==> config.mk <==
export PLATFORM = sky130hd
export DESIGN_NAME = gain_link_ctrl
export DESIGN_NICKNAME = d
export VERILOG_FILES = /design/src/rtl/gain_link_pkg.sv /design/src/rtl/gain_host_regs.sv /design/src/rtl/gain_serial_tx.sv /design/src/rtl/gain_latch_bank.sv /design/src/rtl/gain_link_ctrl.sv
export SDC_FILE = /design/constraint.sdc
export NUM_CORES = 1
export LEC_CHECK = 0
export ABC_CLOCK_PERIOD_IN_PS = 3600
export BUFFER_PORTS_ARGS = -buffer_cell sky130_fd_sc_hd__buf_2
export CAP_MARGIN = 20
export CORE_UTILIZATION = 40
export CTS_CLUSTER_SIZE = 30
export DETAILED_ROUTE_END_ITERATION = 8
export HOLD_SLACK_MARGIN = 0.1
export SLEW_MARGIN = 40
export SYNTH_ARGS = -nofsm -noshare
export SYNTH_HDL_FRONTEND = slang
export SYNTH_SLANG_ARGS = --single-unit
export TNS_END_PERCENT = 50
==> constraint.sdc <==
create_clock -name clk -period 3.6 [get_ports clk]
set_input_delay 0.36 -clock clk [delete_from_list [all_inputs] [get_ports clk]]
set_output_delay 0.36 -clock clk [all_outputs]
set_load 0.02 [all_outputs]
==> src/rtl/gain_link_pkg.sv <==
package gain_link_pkg;
  localparam int NUM_CH   = 32;
  localparam int CH_W     = $clog2(NUM_CH);
  localparam int CODE_W   = 4;
  localparam int CODE_MAX = 12;
  localparam int DATA_W   = 16;
  localparam int ADDR_W   = 3;
  localparam int DIV      = 4;
  localparam int FRAME_W  = 2 + CH_W + CODE_W;
  localparam int XFER_MAX = FRAME_W + CODE_W;

  localparam logic [ADDR_W-1:0] OFS_CHSEL = 3'd0;
  localparam logic [ADDR_W-1:0] OFS_CODE  = 3'd2;
  localparam logic [ADDR_W-1:0] OFS_CLEAR = 3'd4;

  typedef struct packed {
    logic              bcast;
    logic              rd;
    logic [CH_W-1:0]   ch;
    logic [CODE_W-1:0] code;
  } frame_t;

  function automatic logic [CODE_W-1:0] clamp_code(input logic [CODE_W-1:0] c);
    return (c > CODE_W'(CODE_MAX)) ? CODE_W'(CODE_MAX) : c;
  endfunction
endpackage

==> src/rtl/gain_host_regs.sv <==
module gain_host_regs
  import gain_link_pkg::*;
(
  input  logic              clk,
  input  logic              rst_n,
  input  logic [ADDR_W-1:0] bus_addr,
  input  logic              bus_wr,
  input  logic              bus_rd,
  input  logic [DATA_W-1:0] bus_wdata,
  output logic [DATA_W-1:0] bus_rdata,
  output logic              start,
  output frame_t            cmd,
  input  logic              done,
  input  logic [CODE_W-1:0] rd_code,
  output logic              busy,
  output logic [CH_W-1:0]   sel_ch
);
  logic [CH_W-1:0]   ch_q, ch_d;
  logic [CODE_W-1:0] code_q, code_d;
  logic              busy_q, busy_d;
  logic              rdpend_q, rdpend_d;
  logic              accept;
  logic [CODE_W-1:0] clamped;
  logic              wdata_unused;

  assign wdata_unused = ^bus_wdata[DATA_W-2:CH_W];
  assign accept  = bus_wr && !busy_q;
  assign clamped = clamp_code(bus_wdata[CODE_W-1:0]);

  always_comb begin
    ch_d     = ch_q;
    code_d   = code_q;
    busy_d   = busy_q;
    rdpend_d = rdpend_q;
    start    = 1'b0;
    cmd      = '0;
    if (done) begin
      busy_d   = 1'b0;
      rdpend_d = 1'b0;
      if (rdpend_q) code_d = rd_code;
    end
    if (accept) begin
      unique case (bus_addr)
        OFS_CHSEL: begin
          ch_d = bus_wdata[CH_W-1:0];
          if (bus_wdata[DATA_W-1]) begin
            busy_d   = 1'b1;
            rdpend_d = 1'b1;
            start    = 1'b1;
            cmd      = '{bcast: 1'b0, rd: 1'b1, ch: bus_wdata[CH_W-1:0], code: '0};
          end
        end
        OFS_CODE: begin
          code_d = clamped;
          busy_d = 1'b1;
          start  = 1'b1;
          cmd    = '{bcast: 1'b0, rd: 1'b0, ch: ch_q, code: clamped};
        end
        OFS_CLEAR: begin
          busy_d = 1'b1;
          start  = 1'b1;
          cmd    = '{bcast: 1'b1, rd: 1'b0, ch: '0, code: '0};
        end
        default: ;
      endcase
    end
  end

  always_ff @(posedge clk or negedge rst_n) begin
    if (!rst_n) begin
      ch_q     <= '0;
      code_q   <= '0;
      busy_q   <= 1'b0;
      rdpend_q <= 1'b0;
    end else begin
      ch_q     <= ch_d;
      code_q   <= code_d;
      busy_q   <= busy_d;
      rdpend_q <= rdpend_d;
    end
  end

  always_comb begin
    bus_rdata = '0;
    if (bus_rd) begin
      unique case (bus_addr)
        OFS_CHSEL: bus_rdata = {busy_q, {(DATA_W-1-CH_W){1'b0}}, ch_q};
        OFS_CODE:  bus_rdata = {{(DATA_W-CODE_W){1'b0}}, code_q};
        default:   bus_rdata = '0;
      endcase
    end
  end

  assign busy   = busy_q;
  assign sel_ch = ch_q;
endmodule

==> src/rtl/gain_serial_tx.sv <==
module gain_serial_tx
  import gain_link_pkg::*;
(
  input  logic              clk,
  input  logic              rst_n,
  input  logic              start,
  input  frame_t            cmd,
  output logic              link_sel,
  output logic              link_bit,
  output logic              link_stb,
  input  logic              link_ret,
  output logic              done,
  output logic [CODE_W-1:0] rd_code
);
  localparam int DIV_W = $clog2(DIV);
  localparam int CNT_W = $clog2(XFER_MAX + 1);

  logic               active_q, active_d;
  logic [FRAME_W-1:0] shift_q, shift_d;
  logic [DIV_W-1:0]   div_q, div_d;
  logic [CNT_W-1:0]   bit_q, bit_d;
  logic [CNT_W-1:0]   last_q, last_d;
  logic [CODE_W-2:0]  ret_q, ret_d;

  assign link_stb = active_q && (div_q == DIV_W'(DIV - 1));
  assign done     = link_stb && (bit_q == last_q);
  assign link_sel = active_q;
  assign link_bit = shift_q[FRAME_W-1];
  assign rd_code  = {ret_q, link_ret};

  always_comb begin
    active_d = active_q;
    shift_d  = shift_q;
    div_d    = div_q;
    bit_d    = bit_q;
    last_d   = last_q;
    ret_d    = ret_q;
    if (start) begin
      active_d = 1'b1;
      shift_d  = cmd;
      div_d    = '0;
      bit_d    = '0;
      last_d   = cmd.rd ? CNT_W'(XFER_MAX - 1) : CNT_W'(FRAME_W - 1);
    end else if (active_q) begin
      div_d = div_q + 1'b1;
      if (link_stb) begin
        bit_d   = bit_q + 1'b1;
        shift_d = {shift_q[FRAME_W-2:0], 1'b0};
        if (bit_q >= CNT_W'(FRAME_W)) ret_d = {ret_q[CODE_W-3:0], link_ret};
        if (done) active_d = 1'b0;
      end
    end
  end

  always_ff @(posedge clk or negedge rst_n) begin
    if (!rst_n) begin
      active_q <= 1'b0;
      shift_q  <= '0;
      div_q    <= '0;
      bit_q    <= '0;
      last_q   <= '0;
      ret_q    <= '0;
    end else begin
      active_q <= active_d;
      shift_q  <= shift_d;
      div_q    <= div_d;
      bit_q    <= bit_d;
      last_q   <= last_d;
      ret_q    <= ret_d;
    end
  end
endmodule

==> src/rtl/gain_latch_bank.sv <==
module gain_latch_bank
  import gain_link_pkg::*;
(
  input  logic                     clk,
  input  logic                     rst_n,
  input  logic                     link_sel,
  input  logic                     link_stb,
  input  logic                     link_bit,
  output logic                     link_ret,
  output logic [NUM_CH*CODE_W-1:0] gain_flat
);
  localparam int CNT_W = $clog2(XFER_MAX + 1);

  logic [FRAME_W-2:0] rx_q, rx_d;
  logic [CNT_W-1:0]   cnt_q, cnt_d;
  logic [CODE_W-1:0]  ret_q, ret_d;
  logic [CODE_W-1:0]  codes_q [NUM_CH];
  logic [CODE_W-1:0]  codes_d [NUM_CH];
  frame_t             full;

  assign full     = frame_t'({rx_q, link_bit});
  assign link_ret = ret_q[CODE_W-1];

  always_comb begin
    rx_d  = rx_q;
    cnt_d = cnt_q;
    ret_d = ret_q;
    for (int i = 0; i < NUM_CH; i++) codes_d[i] = codes_q[i];
    if (!link_sel) begin
      cnt_d = '0;
    end else if (link_stb) begin
      cnt_d = cnt_q + 1'b1;
      if (cnt_q < CNT_W'(FRAME_W - 1)) begin
        rx_d = {rx_q[FRAME_W-3:0], link_bit};
      end else if (cnt_q == CNT_W'(FRAME_W - 1)) begin
        if (full.bcast) begin
          for (int i = 0; i < NUM_CH; i++) codes_d[i] = '0;
        end else if (full.rd) begin
          ret_d = codes_q[full.ch];
        end else begin
          codes_d[full.ch] = full.code;
        end
      end else begin
        ret_d = {ret_q[CODE_W-2:0], 1'b0};
      end
    end
  end

  always_ff @(posedge clk or negedge rst_n) begin
    if (!rst_n) begin
      rx_q  <= '0;
      cnt_q <= '0;
      ret_q <= '0;
      for (int i = 0; i < NUM_CH; i++) codes_q[i] <= '0;
    end else begin
      rx_q  <= rx_d;
      cnt_q <= cnt_d;
      ret_q <= ret_d;
      for (int i = 0; i < NUM_CH; i++) codes_q[i] <= codes_d[i];
    end
  end

  for (genvar g = 0; g < NUM_CH; g++) begin : g_flat
    assign gain_flat[g*CODE_W +: CODE_W] = codes_q[g];
  end
endmodule

==> src/rtl/gain_link_ctrl.sv <==
module gain_link_ctrl
  import gain_link_pkg::*;
(
  input  logic              clk,
  input  logic              rst_n,
  input  logic [ADDR_W-1:0] bus_addr,
  input  logic              bus_wr,
  input  logic              bus_rd,
  input  logic [DATA_W-1:0] bus_wdata,
  output logic [DATA_W-1:0] bus_rdata
);
  logic                     start, done, busy;
  frame_t                   cmd;
  logic [CODE_W-1:0]        rd_code;
  logic [CH_W-1:0]          sel_ch;
  logic                     link_sel, link_bit, link_stb, link_ret;
  logic [NUM_CH*CODE_W-1:0] gain_flat;

  gain_host_regs u_regs (
    .clk(clk), .rst_n(rst_n), .bus_addr(bus_addr), .bus_wr(bus_wr),
    .bus_rd(bus_rd), .bus_wdata(bus_wdata), .bus_rdata(bus_rdata),
    .start(start), .cmd(cmd), .done(done), .rd_code(rd_code),
    .busy(busy), .sel_ch(sel_ch)
  );

  gain_serial_tx u_tx (
    .clk(clk), .rst_n(rst_n), .start(start), .cmd(cmd),
    .link_sel(link_sel), .link_bit(link_bit), .link_stb(link_stb),
    .link_ret(link_ret), .done(done), .rd_code(rd_code)
  );

  gain_latch_bank u_bank (
    .clk(clk), .rst_n(rst_n), .link_sel(link_sel), .link_stb(link_stb),
    .link_bit(link_bit), .link_ret(link_ret), .gain_flat(gain_flat)
  );
endmodule

Word level (Yosys, flattened, before mapping)
Index checks and enable logic that the tools add are counted.
Word-level totals
  bits in registers: 182
  input bits: 23
  output and inout bits: 16
  logic and storage cells: 127
Operators by class
  add/subtract/negate cells: 3
  order comparisons: 5
  eq/ne operators: 9
  muxes and demuxes: 47
  bitwise operators: 3
  reductions and logical operators: 15
Operators with widths (count)
  $mux W128: 2
  $bwmux W128: 1
  $mux W4: 16
  $mux W11: 4
  $pmux W11 S3: 1
  $pmux W16 S2: 1
  $bmux W4 S5: 1
  $demux W4 S5: 1
  $mux W16: 1
  $mux W1: 13
  $mux W10: 1
  $reduce_and A5 Y1: 2
  $add A4 B1 Y4 const B: 2
  $ge A6 B6 Y1 const B: 1
  $lt A6 B1 Y1 const B: 1
  $ne A2 B1 Y1 const B: 3
  $not A5 Y6: 1
  $eq A4 B4 Y1: 1
  $eq A4 B4 Y1 const B: 1
  $ge A4 B4 Y1 const B: 1
  $gt A4 B4 Y1 const B: 1
  $logic_and A1 B1 Y1: 4
  $lt A4 B4 Y1 const B: 1
  $mux W2: 2
  other kinds (15): 19

Depth between registers and ports, before layout
  depth after elaboration: 8
  mapped depth: 9
  gate-level depth less buffers: 7

Hierarchy
From an unflattened synthesis, not the netlist that was laid out.
Second synthesis, totals
  cell total of the unflattened synthesis: 1010
  area, all modules: 9944.5 um^2
By module, submodules not included
  gain_latch_bank: times used 1, cells each 829, area an instance 8082.8 um^2, seq. area each 3653.5 um^2
  gain_serial_tx: times used 1, cells each 99, area an instance 1067.3 um^2, seq. area each 575.6 um^2
  gain_host_regs: times used 1, cells each 82, area an instance 794.5 um^2, seq. area each 275.3 um^2

Worst setup path after synthesis
No wires, ideal clock.
  path kind: input-to-output
  start: in bus_addr[1]
  end: out bus_rdata[4]
  data arrival time: 1533 ps
  required time: 3240 ps
  path slack: 1707 ps
  cell stages on the path: 3
  buffers on the path: 2
  path through: clkbuf_1 -> clkbuf_1 -> nor4_1
Between the ends
  longest elaborated chain between the ends: 3
  elaborated cells between the ends (all ways): 4
Ends and longest elaborated chain
  start, declared: line gain_link_ctrl.sv:6  | input logic [ADDR_W-1:0] bus_addr,
  $eq A3 B2 Y1 / $logic_not A3 Y1 (equally long branches): line gain_host_regs.sv:86  | unique case (bus_addr)
  $pmux W16 S2 (*): line gain_host_regs.sv:86
  $mux W16 (*): line gain_host_regs.sv:85  | if (bus_rd) begin
  end, declared: line gain_link_ctrl.sv:10  | output logic [DATA_W-1:0] bus_rdata
Every way passes the cells marked *; elsewhere a longest branch is shown, timed or not.

Worst setup path in the final report
  start: reg u_bank.cnt_q[1]
  end: reg u_bank.codes_q (netlist bit u_bank.gain_flat[18])
Between the ends
  longest elaborated chain between the ends: 3
  elaborated cells between the ends (all ways): 4
Ends and longest elaborated chain
  start, declared: line gain_latch_bank.sv:15  | logic [CNT_W-1:0] cnt_q, cnt_d;
  start signal, assigned: line gain_latch_bank.sv:57  | cnt_q <= cnt_d;
  $lt A4 B4 Y1: line gain_latch_bank.sv:33  | if (cnt_q < CNT_W'(FRAME_W - 1)) begin
  $not A1 Y1 (no source line)
  $reduce_and A5 Y1 (no source line) (*)
  end, declared: line gain_latch_bank.sv:17  | logic [CODE_W-1:0] codes_q [NUM_CH];
Marks and branches as above.
A chain may end at the register's enable or synchronous reset.

==> summary.txt <==
Synthesis
  – Sequential area share after synthesis: 47.5%
  – Synth cell types: 52
  – Top FF cell, synth: dfrtp_1
  – Area share of the leading cell type in the synthesized netlist: 47.5%
  – Post-synth EDFFs: 0
  – Async SR Flop Fraction: 100%
  – Mapped Cells: 974
  – Area leader, netlist: dfrtp_1
  – Dominant cells by area after synthesis: dfrtp_1, a22oi_1, nand2_1, o21ai_1, mux4_2
  – Synth warn: 0
  – Synthesized flop and latch total: between 150 and 200
  – Synth Cell Area: 9480 µm²
  – Synth Area per Inst: just under 10 µm²

CTS
  – Insertion delay to the later sink of the worst-skew pair: approximately 440 ps
  – Post-CTS sizing: 0
  – Num CTS Buffers: 17
  – Clock Tree Buf Depth: 2
  – CTS H-tree lvls: 4
  – CTS tree: yes
  – CTS Sinks: 180
  – Clock-pin slew on the worst setup and hold paths: 80 ps
  – Clock root buffer: clkbuf_16

Drt
  – Routed wire length: 23.8 mm
  – DR DRC count: 0
  – 1st-pass router iterations: 6
  – Final ANT Viol Nets: 0
  – Via/cell ratio: 5.73
  – Starting DRC count in detailed routing: 637
  – Via count: 7329
  – DR WL/cell: about 19 µm

Final layout
  – Layout net count: 979
  – Most frequent cells in the layout: nand2_1, dfrtp_1, o21ai_1
  – Fillers: 2169
  – Final instance area: 10400 µm²
  – Commonest non-fill, non-tap cell in the layout: nand2_1
  – Syn-to-layout area delta: 9.82%
  – Final non-filler cell total: roughly 1300
  – Diodes inserted: 0
  – Layout cells sized above 1: 13.0%

Global routing
  – Routing usage on met3: 3.03%
  – Largest net degree at the start of global routing: ~110
  – First-pass GRT wire length: 39.3 mm
  – Vias in the first global route: between 7000 and 8000
  – Initial antenna violation count: 0
  – Met1 usage in global routing: 30.4%
  – GRT Util Overall: 20.6%
  – Busiest grt layer: met2
  – Total gr overflow: 0
  – Met2 Use GR: a little under a third

Critical path
  – Setup crit start kind: flip-flop
  – Crit path DAT: 2980 ps
  – CP required: approximately 4000 ps
  – FF-to-FF setup slack: 980 ps
  – Worst path slowest cell: nand3_4
  – CP Capture Type: flip-flop
  – Crit path max fanout: 50
  – Crit path kind: flip-flop to flip-flop
  – Critical-path cell list: nor4bb_1 > nand3_4 > buf_4 > nor2_1 > a22oi_1 > o21ai_1
  – Slowest stage delay, CP: 590 ps

Power
  – Clk pwr share: 28.5%
  – Switch share: 39.0%
  – Internal power: 4.09 mW
  – Comb power frac: 29.0%
  – Total chip power: 6.69 mW
  – Reg power frac: 42.5%
  – Sw power: 2.61 mW
  – Leakage Power: 4.68 nW
  – Pwr Density: between 600 and 700 nW/µm²
  – Worst VDD drop: 0.360 mV

Floorplan
  – Die height: 156 µm
  – Row Count: 55
  – Die Area: 24300 µm²
  – Die width: 156 µm
  – Initial cell density of the core: about 41%
  – CORE AREA: 22900 µm²
  – Top-Level Pins: 39

Worst hold path
  – Worst min-delay path class: input port to flip-flop

Timing
  – Slew margin rel.: 40.6%
  – Slew of the pin with the lowest slew margin: approximately 900 ps
  – Slew Viols, Final: 0
  – Setup_tns: 0 ps
  – Fmax: 382 MHz
  – Final Hold Vio Count: 0
  – RSZ-0062 raised after global routing: no
  – Final period util: 72.8%
  – Crit path time final: 2620 ps
  – Clock skew: about 20 ps
  – Setup violators final: 0

Place
  – GP Congestion: roughly 0.76
  – Cell count after placement: 1245
  – Dpl cell area: about 9800 µm²
  – Port Buffers: 18
  – Post-DP HPWL: 14.8 mm

Job
  – Number of max-cap violations: 0

Status
  – Outcome: finished, final reports clean
## Yosys cell counts (2+ instances only)
cell type and count:
nand2b_1 4, xor2_1 5, buf_1 2, nand4_1 3
and3_1 2, mux2_1 18, buf_6 4, nor2_1 49
and2_1 6, o21ai_1 135, nor4_1 2, mux4_2 27
o211ai_1 2, xnor2_1 4, buf_4 13, inv_1 3
mux2i_1 17, a22oi_1 133, nor3b_1 4, nor2b_1 5
a22o_1 6, a211oi_1 4, nor3_2 2, nand3_1 7
and3b_1 4, buf_2 15, a31oi_1 7, o21ai_0 3
nor2_2 5, clkbuf_1 54, a21oi_1 8, dfrtp_1 180
mux2_2 12, nand3b_1 2, nor3_1 4, nand2_1 203
o211a_1 2, ha_1 4
## area by class of cell
type | instances | area, µm² | share of cell area (%)
clock buffers | 18 | 439 | 4.22
well taps | 313 | 392 | 3.76
flip-flops and latches | 180 | 4510 | 43.4
multi-input cells | 712 | 4580 | 44.0
repair buffers | 38 | 313 | 3.01
inverters | 3 | 11.3 | 0.108
clock inverters | 14 | 160 | 1.54
## metal layers
| layer | part of all wire, % | vias up |
|---|---|---|
| li1 | - | 3466 |
| met1 | 49 | 3688 |
| met2 | 45 | 148 |
| met3 | 3.5 | 27 |
| met4 | 1.8 | 0 |
| met5 | 0 | - |
## state kept, by name (all words and copies together) (netlist names), 2 cells and up
register,flops
u_tx.div_q,2
u_tx.shift_q,11
u_tx.last_q,2
u_bank.cnt_q,4
u_tx.bit_q,4
u_regs.code_q,4
u_bank.ret_q,4
u_bank.rx_q,10
u_tx.ret_q,3
u_bank.gain_flat,128
u_regs.sel_ch,5
## worst paths after layout
kind                            cells after the start       startpoint               endpoint
min in group asynchronous                           2            rst_n  u_bank.gain_flat[106]
worst min-delay path                                2     bus_wdata[4]       u_regs.sel_ch[4]
worst max register to register                      6  u_bank.cnt_q[1]   u_bank.gain_flat[18]
worst min register to register                      2  u_regs.rdpend_q        u_regs.rdpend_q
worst max-delay path                                6  u_bank.cnt_q[1]   u_bank.gain_flat[18]
max in group asynchronous                           3            rst_n         u_bank.rx_q[0]
## worst max-delay path: cells and delay by family, from the launching register on
kind / cells / cell delay (ps)
flops: 1 / 460
buf+inv: 1 / 440
simple gates: 3 / 1340
compound gates: 2 / 280
## what timing repair did
action                                  4_1_cts  5_1_grt
endpoints found under the setup margin        0        0
buffers inserted                              0        0
hold buffers                                  1        0
hold endpoints to repair                    103        0
## power groups by stage
| stage | Sequential, mW | Clock, mW | Combinational (mW) |
|---|---|---|---|
| after floorplan | 2.46 | 0 | 1.76 |
| after global placement | 2.87 | 0 | 1.90 |
| after detailed placement | 2.88 | 0 | 1.95 |
| after CTS | 2.84 | 1.95 | 1.96 |
| after global routing | 2.90 | 2.03 | 2.15 |
| final | 2.84 | 1.91 | 1.94 |
## through the flow
stage	setup WS, ps	utilization, %	hold slack [ps]
after global placement	1020	42.6	467
after floorplan	1710	-	64.4
after CTS	989	45.4	137
after detailed placement	1000	42.7	385
final	979	45.4	152
after global routing	750	45.4	176
## cell families after synthesis
| kind of cell | after synthesis | synth area share [%] |
|---|---|---|
| AOI/OAI and AO/OA | 305 | 20.4 |
| xor gates and xnor gates | 9 | 0.832 |
| adders and majority gates | 4 | 0.528 |
| buffers and inverters | 91 | 4.63 |
| DFF | 180 | 47.5 |
| muxes | 74 | 11.8 |
| other | 1 | 0.0396 |
| and+or+nand+nor | 310 | 14.2 |
Power figures use the tool's default switching activity.
